===== src/rtl/phsw_pkg.sv =====
package phsw_pkg;
  typedef enum logic [2:0] {
    ST_IDLE,
    ST_STEP,
    ST_WAIT,
    ST_TEST,
    ST_DONE
  } phsw_state_e;
endpackage


===== src/rtl/phsw_settle_timer.sv =====
module phsw_settle_timer #(
  parameter int unsigned SETTLE_CYCLES = 4
) (
  input  logic clk,
  input  logic rst_n,
  input  logic load_i,
  output logic expired_o
);
  localparam int CW = $clog2(SETTLE_CYCLES + 1);
  localparam logic [CW-1:0] LOAD_VAL = CW'(SETTLE_CYCLES - 1);

  logic [CW-1:0] cnt_q;

  always_ff @(posedge clk or negedge rst_n) begin
    if (!rst_n)             cnt_q <= '0;
    else if (load_i)        cnt_q <= LOAD_VAL;
    else if (cnt_q != '0)   cnt_q <= cnt_q - 1'b1;
  end

  assign expired_o = (cnt_q == '0);

  // a fresh load never reads as already expired unless the gap is one cycle
  assert_load_gap_R4: assert property (@(posedge clk) disable iff (!rst_n)
    load_i |=> (cnt_q == LOAD_VAL));
endmodule


===== src/rtl/phsw_sweep_fsm.sv =====
module phsw_sweep_fsm
  import phsw_pkg::*;
#(
  parameter int unsigned PHASE_LIMIT = 255,
  parameter int unsigned PW = 9
) (
  input  logic                 clk,
  input  logic                 rst_n,
  input  logic                 start_i,
  input  logic                 settled_i,
  input  logic                 test_done_i,
  input  logic                 test_pass_i,
  output logic                 busy_o,
  output logic                 complete_o,
  output logic                 step_o,
  output logic                 dir_inc_o,
  output logic signed [PW-1:0] phase_o,
  output logic                 test_req_o,
  output logic                 clear_o,
  output logic                 rec_valid_o,
  output logic                 rec_pass_o,
  output logic                 rec_last_o
);
  localparam logic signed [PW-1:0] PH_MAX = PW'(PHASE_LIMIT);
  localparam logic signed [PW-1:0] PH_MIN = -PH_MAX;

  phsw_state_e         state_q;
  logic signed [PW-1:0] phase_q;
  logic                ascend_q;

  always_ff @(posedge clk or negedge rst_n) begin
    if (!rst_n) begin
      state_q  <= ST_IDLE;
      phase_q  <= '0;
      ascend_q <= 1'b0;
    end else begin
      unique case (state_q)
        ST_IDLE: if (start_i) begin
          state_q  <= ST_STEP;
          phase_q  <= '0;
          ascend_q <= 1'b0;
        end
        ST_STEP: begin
          phase_q <= ascend_q ? phase_q + 1'b1 : phase_q - 1'b1;
          state_q <= ST_WAIT;
        end
        ST_WAIT: if (settled_i) begin
          if (ascend_q) state_q <= ST_TEST;
          else if (phase_q == PH_MIN) begin
            ascend_q <= 1'b1;
            state_q  <= ST_TEST;
          end else state_q <= ST_STEP;
        end
        ST_TEST: if (test_done_i) begin
          state_q <= (phase_q == PH_MAX) ? ST_DONE : ST_STEP;
        end
        ST_DONE: state_q <= ST_IDLE;
        default: state_q <= ST_IDLE;
      endcase
    end
  end

  assign busy_o      = (state_q != ST_IDLE);
  assign complete_o  = (state_q == ST_DONE);
  assign step_o      = (state_q == ST_STEP);
  assign test_req_o  = (state_q == ST_TEST);
  assign dir_inc_o   = ascend_q;
  assign phase_o     = phase_q;
  assign clear_o     = (state_q == ST_IDLE) && start_i;
  assign rec_valid_o = test_req_o && test_done_i;
  assign rec_pass_o  = test_pass_i;
  assign rec_last_o  = (phase_q == PH_MAX);

  assert_step_single_R4: assert property (@(posedge clk) disable iff (!rst_n)
    step_o |=> !step_o && !test_req_o);

  assert_req_hold_R6: assert property (@(posedge clk) disable iff (!rst_n)
    (test_req_o && !test_done_i) |=> (test_req_o && $stable(phase_o)));

  assert_no_desc_test_R3: assert property (@(posedge clk) disable iff (!rst_n)
    test_req_o |-> (dir_inc_o || phase_o == PH_MIN));

  assert_phase_range_R5: assert property (@(posedge clk) disable iff (!rst_n)
    (phase_o >= PH_MIN) && (phase_o <= PH_MAX));

  assert_complete_end_R2: assert property (@(posedge clk) disable iff (!rst_n)
    complete_o |=> !busy_o && !complete_o);
endmodule


===== src/rtl/phsw_window_log.sv =====
module phsw_window_log #(
  parameter int unsigned PW = 9,
  parameter int unsigned NUM_WIN = 2
) (
  input  logic                          clk,
  input  logic                          rst_n,
  input  logic                          clear_i,
  input  logic                          rec_valid_i,
  input  logic                          rec_pass_i,
  input  logic                          rec_last_i,
  input  logic signed [PW-1:0]          rec_pos_i,
  output logic [NUM_WIN-1:0]            win_valid_o,
  output logic [NUM_WIN-1:0][PW-1:0]    win_lo_o,
  output logic [NUM_WIN-1:0][PW-1:0]    win_hi_o,
  output logic [NUM_WIN-1:0][PW-1:0]    win_mid_o,
  output logic                          overflow_o,
  output logic                          fail_o,
  output logic signed [PW-1:0]          optimal_o
);
  localparam int CNTW = $clog2(NUM_WIN + 1);

  logic                       in_win_q;
  logic signed [PW-1:0]       open_lo_q;
  logic [CNTW-1:0]            count_q;
  logic                       result_q;
  logic                       overflow_q;
  logic [NUM_WIN-1:0]         valid_q;
  logic [NUM_WIN-1:0][PW-1:0] lo_q;
  logic [NUM_WIN-1:0][PW-1:0] hi_q;

  logic                 close_w;
  logic signed [PW-1:0] close_lo_w;
  logic signed [PW-1:0] close_hi_w;

  assign close_w    = rec_valid_i && ((in_win_q && !rec_pass_i) || (rec_pass_i && rec_last_i));
  assign close_lo_w = in_win_q ? open_lo_q : rec_pos_i;
  assign close_hi_w = rec_pass_i ? rec_pos_i : rec_pos_i - 1'b1;

  always_ff @(posedge clk or negedge rst_n) begin
    if (!rst_n) begin
      in_win_q   <= 1'b0;
      open_lo_q  <= '0;
      count_q    <= '0;
      result_q   <= 1'b0;
      overflow_q <= 1'b0;
      valid_q    <= '0;
      lo_q       <= '0;
      hi_q       <= '0;
    end else if (clear_i) begin
      in_win_q   <= 1'b0;
      count_q    <= '0;
      result_q   <= 1'b0;
      overflow_q <= 1'b0;
      valid_q    <= '0;
      lo_q       <= '0;
      hi_q       <= '0;
    end else if (rec_valid_i) begin
      in_win_q <= rec_pass_i && !rec_last_i;
      if (rec_pass_i && !in_win_q) open_lo_q <= rec_pos_i;
      if (rec_last_i) result_q <= 1'b1;
      if (close_w) begin
        if (count_q < CNTW'(NUM_WIN)) begin
          valid_q[count_q] <= 1'b1;
          lo_q[count_q]    <= close_lo_w;
          hi_q[count_q]    <= close_hi_w;
          count_q          <= count_q + 1'b1;
        end else begin
          overflow_q <= 1'b1;
        end
      end
    end
  end

  for (genvar g = 0; g < NUM_WIN; g++) begin : g_mid
    logic signed [PW:0] sum_w;
    logic signed [PW:0] adj_w;
    assign sum_w = $signed({lo_q[g][PW-1], lo_q[g]}) + $signed({hi_q[g][PW-1], hi_q[g]});
    assign adj_w = (sum_w[PW] && sum_w[0]) ? sum_w + 1'b1 : sum_w;
    assign win_mid_o[g] = adj_w[PW:1];
  end

  always_comb begin
    logic found;
    found     = 1'b0;
    optimal_o = win_mid_o[0];
    for (int i = 0; i < NUM_WIN; i++) begin
      if (!found && valid_q[i] && !win_mid_o[i][PW-1]) begin
        optimal_o = win_mid_o[i];
        found     = 1'b1;
      end
    end
    if (!result_q || !valid_q[0]) optimal_o = '0;
  end

  assign win_valid_o = valid_q;
  assign win_lo_o    = lo_q;
  assign win_hi_o    = hi_q;
  assign overflow_o  = overflow_q;
  assign fail_o      = result_q && !valid_q[0];

  assert_ovf_full_R10: assert property (@(posedge clk) disable iff (!rst_n)
    overflow_q |-> (&valid_q));

  assert_win_order_R7: assert property (@(posedge clk) disable iff (!rst_n)
    valid_q[0] |-> ($signed(lo_q[0]) <= $signed(hi_q[0])));

  assert_fail_zero_R11: assert property (@(posedge clk) disable iff (!rst_n)
    fail_o |-> (optimal_o == '0) && (win_valid_o == '0));
endmodule


===== src/rtl/phsw_cal_top.sv =====
module phsw_cal_top #(
  parameter int unsigned PHASE_LIMIT   = 255,
  parameter int unsigned SETTLE_CYCLES = 4,
  parameter int unsigned NUM_WIN       = 2,
  parameter int unsigned PW            = $clog2(PHASE_LIMIT + 1) + 1
) (
  input  logic                       clk,
  input  logic                       rst_n,
  input  logic                       start_i,
  output logic                       busy_o,
  output logic                       complete_o,
  output logic                       step_o,
  output logic                       dir_inc_o,
  output logic [PW-1:0]              phase_o,
  output logic                       test_req_o,
  input  logic                       test_done_i,
  input  logic                       test_pass_i,
  output logic [NUM_WIN-1:0]         win_valid_o,
  output logic [NUM_WIN-1:0][PW-1:0] win_lo_o,
  output logic [NUM_WIN-1:0][PW-1:0] win_hi_o,
  output logic [NUM_WIN-1:0][PW-1:0] win_mid_o,
  output logic                       overflow_o,
  output logic                       fail_o,
  output logic [PW-1:0]              optimal_o
);
  logic                 settled_w;
  logic                 clear_w;
  logic                 rec_valid_w;
  logic                 rec_pass_w;
  logic                 rec_last_w;
  logic                 step_w;
  logic signed [PW-1:0] phase_w;
  logic signed [PW-1:0] optimal_w;

  phsw_settle_timer #(.SETTLE_CYCLES(SETTLE_CYCLES)) u_timer (
    .clk       (clk),
    .rst_n     (rst_n),
    .load_i    (step_w),
    .expired_o (settled_w)
  );

  phsw_sweep_fsm #(.PHASE_LIMIT(PHASE_LIMIT), .PW(PW)) u_fsm (
    .clk         (clk),
    .rst_n       (rst_n),
    .start_i     (start_i),
    .settled_i   (settled_w),
    .test_done_i (test_done_i),
    .test_pass_i (test_pass_i),
    .busy_o      (busy_o),
    .complete_o  (complete_o),
    .step_o      (step_w),
    .dir_inc_o   (dir_inc_o),
    .phase_o     (phase_w),
    .test_req_o  (test_req_o),
    .clear_o     (clear_w),
    .rec_valid_o (rec_valid_w),
    .rec_pass_o  (rec_pass_w),
    .rec_last_o  (rec_last_w)
  );

  phsw_window_log #(.PW(PW), .NUM_WIN(NUM_WIN)) u_log (
    .clk         (clk),
    .rst_n       (rst_n),
    .clear_i     (clear_w),
    .rec_valid_i (rec_valid_w),
    .rec_pass_i  (rec_pass_w),
    .rec_last_i  (rec_last_w),
    .rec_pos_i   (phase_w),
    .win_valid_o (win_valid_o),
    .win_lo_o    (win_lo_o),
    .win_hi_o    (win_hi_o),
    .win_mid_o   (win_mid_o),
    .overflow_o  (overflow_o),
    .fail_o      (fail_o),
    .optimal_o   (optimal_w)
  );

  assign step_o    = step_w;
  assign phase_o   = phase_w;
  assign optimal_o = optimal_w;

  assert_results_at_end_R11: assert property (@(posedge clk) disable iff (!rst_n)
    complete_o |-> (fail_o || win_valid_o[0]));
endmodule


===== config.mk =====
export PLATFORM = sky130hd
export DESIGN_NAME = phsw_cal_top
export DESIGN_NICKNAME = d
export VERILOG_FILES = /design/src/rtl/phsw_pkg.sv /design/src/rtl/phsw_settle_timer.sv /design/src/rtl/phsw_sweep_fsm.sv /design/src/rtl/phsw_window_log.sv /design/src/rtl/phsw_cal_top.sv
export SDC_FILE = /design/constraint.sdc
export NUM_CORES = 1
export LEC_CHECK = 0
export ABC_AREA = 1
export BUFFER_PORTS_ARGS = -buffer_cell sky130_fd_sc_hd__clkbuf_2
export CORE_MARGIN = 3
export CORE_UTILIZATION = 30
export CTS_BUF_LIST = sky130_fd_sc_hd__clkbuf_16
export DETAILED_ROUTE_END_ITERATION = 10
export HOLD_SLACK_MARGIN = 0.12
export SYNTH_ARGS = -nofsm -noshare
export SYNTH_HDL_FRONTEND = slang
export SYNTH_SLANG_ARGS = --single-unit

===== constraint.sdc =====
create_clock -name clk -period 2.86 [get_ports clk]
set_input_delay 0.286 -clock clk [delete_from_list [all_inputs] [get_ports clk]]
set_output_delay 0.286 -clock clk [all_outputs]
set_load 0.01 [all_outputs]

==> tab_implementation.tex <==
\begin{tabular}{lr}
\hline
Metric & Value \\
\hline
\multicolumn{2}{l}{\textbf{Timing}} \\
Setup repair after global routing missed its margin & yes \\
Setup\_tns & -1670 ps \\
Worst slew margin relative to its limit & 41.0\% \\
Post-layout minimum cycle time & 3060 ps \\
Final setup margin & -197 ps \\
Final hold violations & 0 \\
Slew at the pin with the worst max-slew slack & 885 ps \\
Final number of max-transition violations & 0 \\
Maximum clock frequency & 327 MHz \\
Clock tree skew after final layout & 3.46 ps \\
Final worst-path cycle share & 107\% \\
Total of endpoints with negative setup slack in the final report & 11 \\
\multicolumn{2}{l}{\textbf{Floorplan}} \\
Die Span Y & 132 µm \\
Num ports & 86 \\
Num rows & 45 \\
Die W & 132 µm \\
Die area & 0.0174 mm² \\
Area of the core & 0.0154 mm² \\
Initial standard-cell utilization of the core & 31.0\% \\
\multicolumn{2}{l}{\textbf{Cells and area}} \\
Sequential Area & 0.00171 mm² \\
Layout cells sized above 1 & 26.0\% \\
Diode insertion count for antenna repair & 0 \\
Finished layout cell area & 0.00628 mm² \\
Relative area change from synthesis to final layout & 31.7\% \\
Total of fill cells in the finished design & 1618 \\
NumNets Final & 831 \\
Area occupied by multi-input gates & 0.00295 mm² \\
\multicolumn{2}{l}{\textbf{CTS}} \\
Root Buffer & sky130\_fd\_sc\_hd\_\_clkbuf\_16 \\
Count of hold-fix buffers inserted at cts & 0 \\
Clk slew on worst S/H paths & 50 ps \\
Longest Clk Path Bufs & 2 \\
Clk Latency, worst-skew pair & 330 ps \\
Number of buffers created by CTS & 9 \\
Sinks on Clock Net & 68 \\
Maximum level of the CTS H-tree & 3 \\
Clock tree from TritonCTS & built \\
\multicolumn{2}{l}{\textbf{Yosys}} \\
Most used DFF post-synth & sky130\_fd\_sc\_hd\_\_dfrtp\_1 \\
Fraction of the mapped netlist area in compound gates & 12.4\% \\
Largest family of logic cells by synthesized area & simple AND/OR/NAND/NOR gates \\
Number of distinct standard cells referenced by the synthesized netlist & 33 \\
Post-Syn Area per Cell & 6.96 µm² \\
Post-Syn Nets & 720 \\
Synth Area in XOR/XNOR & 3.49\% \\
Mapped Cells & 685 \\
Proportion of register bits with asynchronous set or reset after synthesis & 100\% \\
Leading cell types by total area after synthesis & sky130\_fd\_sc\_hd\_\_dfrtp\_1 36\%, sky130\_fd\_sc\_hd\_\_nand2\_1 13\%, sky130\_fd\_sc\_hd\_\_o21ai\_0 8.4\% \\
Adder and majority gate portion of the synthesized area & 8.19\% \\
Share of the yosys chip area belonging to registers & 35.7\% \\
Area share of the largest cell type after synthesis & 35.7\% \\
Syn. warnings & 0 \\
Post-synth EDFFs & 0 \\
Post-synthesis mux area share & 0.210\% \\
Yosys reg bits & 68 \\
Post-synthesis share of cell area spent on and, or, nand and nor gates & 30.3\% \\
Synthesized area & 0.00477 mm² \\
Largest area contributor in the synthesized netlist & sky130\_fd\_sc\_hd\_\_dfrtp\_1 \\
\multicolumn{2}{l}{\textbf{Critical path}} \\
Crit start category & register \\
Last element of the critical path & optimal\_o[2] \\
Crit. End Element & primary output \\
Data arrival, critical path & 2770 ps \\
Worst reg2reg path startpoint & u\_fsm.phase\_o[0] \\
Setup crit start & u\_log.win\_hi\_o[0] \\
Largest fanout on the critical path & 8 \\
Endpoint required time on the critical path & 2570 ps \\
R2R setup slack & 500 ps \\
Cell count of the worst reg-to-reg path & 16 \\
Destination of the worst register-to-register timing path & u\_log.win\_hi\_o[1] \\
Worst Path Class, Setup & reg2out \\
\multicolumn{2}{l}{\textbf{Placement}} \\
Weighted congestion reported at the end of routability-driven placement & 0.863 \\
Placed Area & 0.00549 mm² \\
Count of input and output buffers & 85 \\
Detailed-placement wirelength estimate & 10300 µm \\
\multicolumn{2}{l}{\textbf{GRT}} \\
Met3 track demand over resource & 3.78\% \\
Total routing resource utilization after global routing & 15.6\% \\
Top Usage Layer GRT & met2 \\
Antenna violations before repair & 0 \\
Final global-route overflow total & 0 \\
Number of global-route vias before repair & 4453 \\
Grt met2 use & 25.3\% \\
Pin count of the biggest net entering global routing & 69 \\
Global-route wire length before repair & 22400 µm \\
Global-route met1 utilization & 20.8\% \\
\multicolumn{2}{l}{\textbf{Min path}} \\
Hold Path Class & in2async \\
\multicolumn{2}{l}{\textbf{Detailed routing}} \\
Detail Route Antenna Nets & 0 \\
Overall via count from detail\_route & 4735 \\
Total iterations of the first detailed-routing run & 4 \\
Avg WL per Cell & 13.8 µm \\
Remaining DRCs & 0 \\
Routed vias/inst & 4.68 \\
Iteration-0 DRC Markers & 223 \\
DRT Wirelength & 13900 µm \\
\multicolumn{2}{l}{\textbf{Pwr}} \\
Max rail drop VDD & 0.598 mV \\
Static Leakage & 3.30 nW \\
Total power per unit cell area & 1020 mW/mm² \\
\multicolumn{2}{l}{\textbf{Status}} \\
Failing checks & negative setup slack \\
Outcome & complete, but fails checks \\
\multicolumn{2}{l}{\textbf{Job}} \\
Reported max-cap violation count & 0 \\
\hline
\end{tabular}
==> area by class of cell <==
class                      instances  share of cell area [%]
tap                              211                    4.20
multi-input combinational        498                    46.9
timing repair buffer             115                    11.1
sequential                        68                    27.2
clock buffer                       9                    3.59
clock inverter                     6                   0.777
inverter                         104                    6.22
==> layer usage <==
layer	vias to the layer above	part of all wire, %
met2	123	46
met4	0	2.5
met3	30	4.7
met5	-	0
li1	2444	-
met1	2138	47
==> critical path, stage by stage (launching register included) <==
cell and delay [ps]:
sky130_fd_sc_hd__dfrtp_1 390, sky130_fd_sc_hd__ha_2 210, sky130_fd_sc_hd__fa_2 590, sky130_fd_sc_hd__nand2_2 80, sky130_fd_sc_hd__nor2_4 100, sky130_fd_sc_hd__nand3_2 110
sky130_fd_sc_hd__nor2_4 120, sky130_fd_sc_hd__nand2_2 60, sky130_fd_sc_hd__nor2_1 90, sky130_fd_sc_hd__nand2_1 70, sky130_fd_sc_hd__nand2_2 90, sky130_fd_sc_hd__nand2_4 90
sky130_fd_sc_hd__nand3_4 120, sky130_fd_sc_hd__nand2_1 70, sky130_fd_sc_hd__nand2_1 80, sky130_fd_sc_hd__nor2_2 50, sky130_fd_sc_hd__buf_2 130
==> flip-flops by register name, indices dropped and copies added, names as in the netlist <==
register,count
u_log.result_q,1
u_log.in_win_q,1
u_log.win_valid_o,2
u_log.overflow_o,1
u_log.open_lo_q,9
u_log.win_lo_o,18
u_log.count_q,2
u_timer.cnt_q,3
u_log.win_hi_o,18
u_fsm.dir_inc_o,1
u_fsm.state_q,3
u_fsm.phase_o,9
==> report_power, final <==
group          switching [mW]  internal (mW)  total, mW
clock network           0.390          0.654       1.04
registers               0.344           1.30       1.64
logic                    2.33           1.39       3.73
total                    3.07           3.35       6.41
==> cells in the final DEF (no fill, tap or decap), types with 3 or more instances in the layout <==
cell | synthesis | layout
sky130_fd_sc_hd__nand3_1 | 74 | 61
sky130_fd_sc_hd__nor2_2 | 3 | 9
sky130_fd_sc_hd__ha_2 | 0 | 3
sky130_fd_sc_hd__nor3_1 | 5 | 5
sky130_fd_sc_hd__o21ai_0 | 80 | 75
sky130_fd_sc_hd__nand4_1 | 12 | 12
sky130_fd_sc_hd__nand3_2 | 0 | 11
sky130_fd_sc_hd__dfrtp_2 | 0 | 4
sky130_fd_sc_hd__o32ai_1 | 4 | 4
sky130_fd_sc_hd__buf_4 | 0 | 26
sky130_fd_sc_hd__nor2_4 | 0 | 5
sky130_fd_sc_hd__nand2_1 | 164 | 144
sky130_fd_sc_hd__inv_2 | 0 | 7
sky130_fd_sc_hd__a21oi_1 | 17 | 15
sky130_fd_sc_hd__nand3b_1 | 4 | 4
sky130_fd_sc_hd__dfrtp_1 | 68 | 64
sky130_fd_sc_hd__buf_6 | 1 | 9
sky130_fd_sc_hd__inv_1 | 100 | 95
sky130_fd_sc_hd__ha_1 | 28 | 19
sky130_fd_sc_hd__clkinv_1 | 4 | 7
sky130_fd_sc_hd__nand2_2 | 3 | 19
sky130_fd_sc_hd__clkbuf_2 | 0 | 73
sky130_fd_sc_hd__clkbuf_16 | 0 | 9
sky130_fd_sc_hd__ha_4 | 0 | 6
sky130_fd_sc_hd__nand2_4 | 0 | 4
sky130_fd_sc_hd__nor2_1 | 68 | 57
sky130_fd_sc_hd__o21ai_1 | 1 | 4
sky130_fd_sc_hd__xor2_1 | 17 | 16
sky130_fd_sc_hd__nand3_4 | 1 | 4
sky130_fd_sc_hd__buf_2 | 4 | 7
==> synthesized netlist by cell type, types with 2 or more instances <==
cell	instances
sky130_fd_sc_hd__nand2_1	164
sky130_fd_sc_hd__nor2_1	68
sky130_fd_sc_hd__o211ai_1	2
sky130_fd_sc_hd__nor3_1	5
sky130_fd_sc_hd__fa_1	2
sky130_fd_sc_hd__o22ai_1	2
sky130_fd_sc_hd__o21bai_1	2
sky130_fd_sc_hd__xor2_1	17
sky130_fd_sc_hd__nand3b_1	4
sky130_fd_sc_hd__a21oi_1	17
sky130_fd_sc_hd__clkbuf_1	7
sky130_fd_sc_hd__ha_1	28
sky130_fd_sc_hd__buf_1	4
sky130_fd_sc_hd__dfrtp_1	68
sky130_fd_sc_hd__buf_2	4
sky130_fd_sc_hd__nand3_1	74
sky130_fd_sc_hd__nand2_2	3
sky130_fd_sc_hd__nor2_2	3
sky130_fd_sc_hd__o21ai_0	80
sky130_fd_sc_hd__o32ai_1	4
sky130_fd_sc_hd__clkinv_1	4
sky130_fd_sc_hd__xnor2_1	2
sky130_fd_sc_hd__inv_1	100
sky130_fd_sc_hd__nand4_1	12
==> logic make-up (layout without fill, tap and decap cells) <==
kind of cell    count (synthesis)  count (layout)
xor+xnor                       19              19
flops                          68              68
fa+ha+maj                      30              30
mux                             1               1
simple gates                  336             337
compound gates                111             111
buf+inv                       120             234
==> how the worst min path moves through the flow <==
stage,startpoint,to
after floorplan,rst_n,u_fsm.dir_inc_o
after global placement,u_log.open_lo_q[6],u_log.open_lo_q[6]
after detailed placement,u_log.open_lo_q[8],u_log.open_lo_q[8]
after CTS,test_done_i,u_fsm.state_q[0]
after global routing,test_done_i,u_fsm.state_q[0]
final,rst_n,u_fsm.phase_o[1]
==> stage by stage <==
stage               power, mW  setup WS (ps)  hold slack, ps  utilization (%)  cells
floorplan                3.69            144           -9.59                -    685
finish                   6.41           -197             167             40.9   1011
global route             6.99           -360             196             40.9   1011
detailed placement       4.85           82.4             468             35.7    979
global placement         4.85            119             459             35.7    979
CTS                      6.06           -143             180             38.6   1005
==> repair_timing <==
action | 4_1_cts | 5_1_grt
gates cloned | 1 | 0
pin swaps | 31 | 31
endpoints found under the setup margin | 15 | 24
resized for setup | 29 | 85
buffers inserted | 10 | 6
hold endpoints to repair | 0 | 0
(Power assumes the default switching activity.)
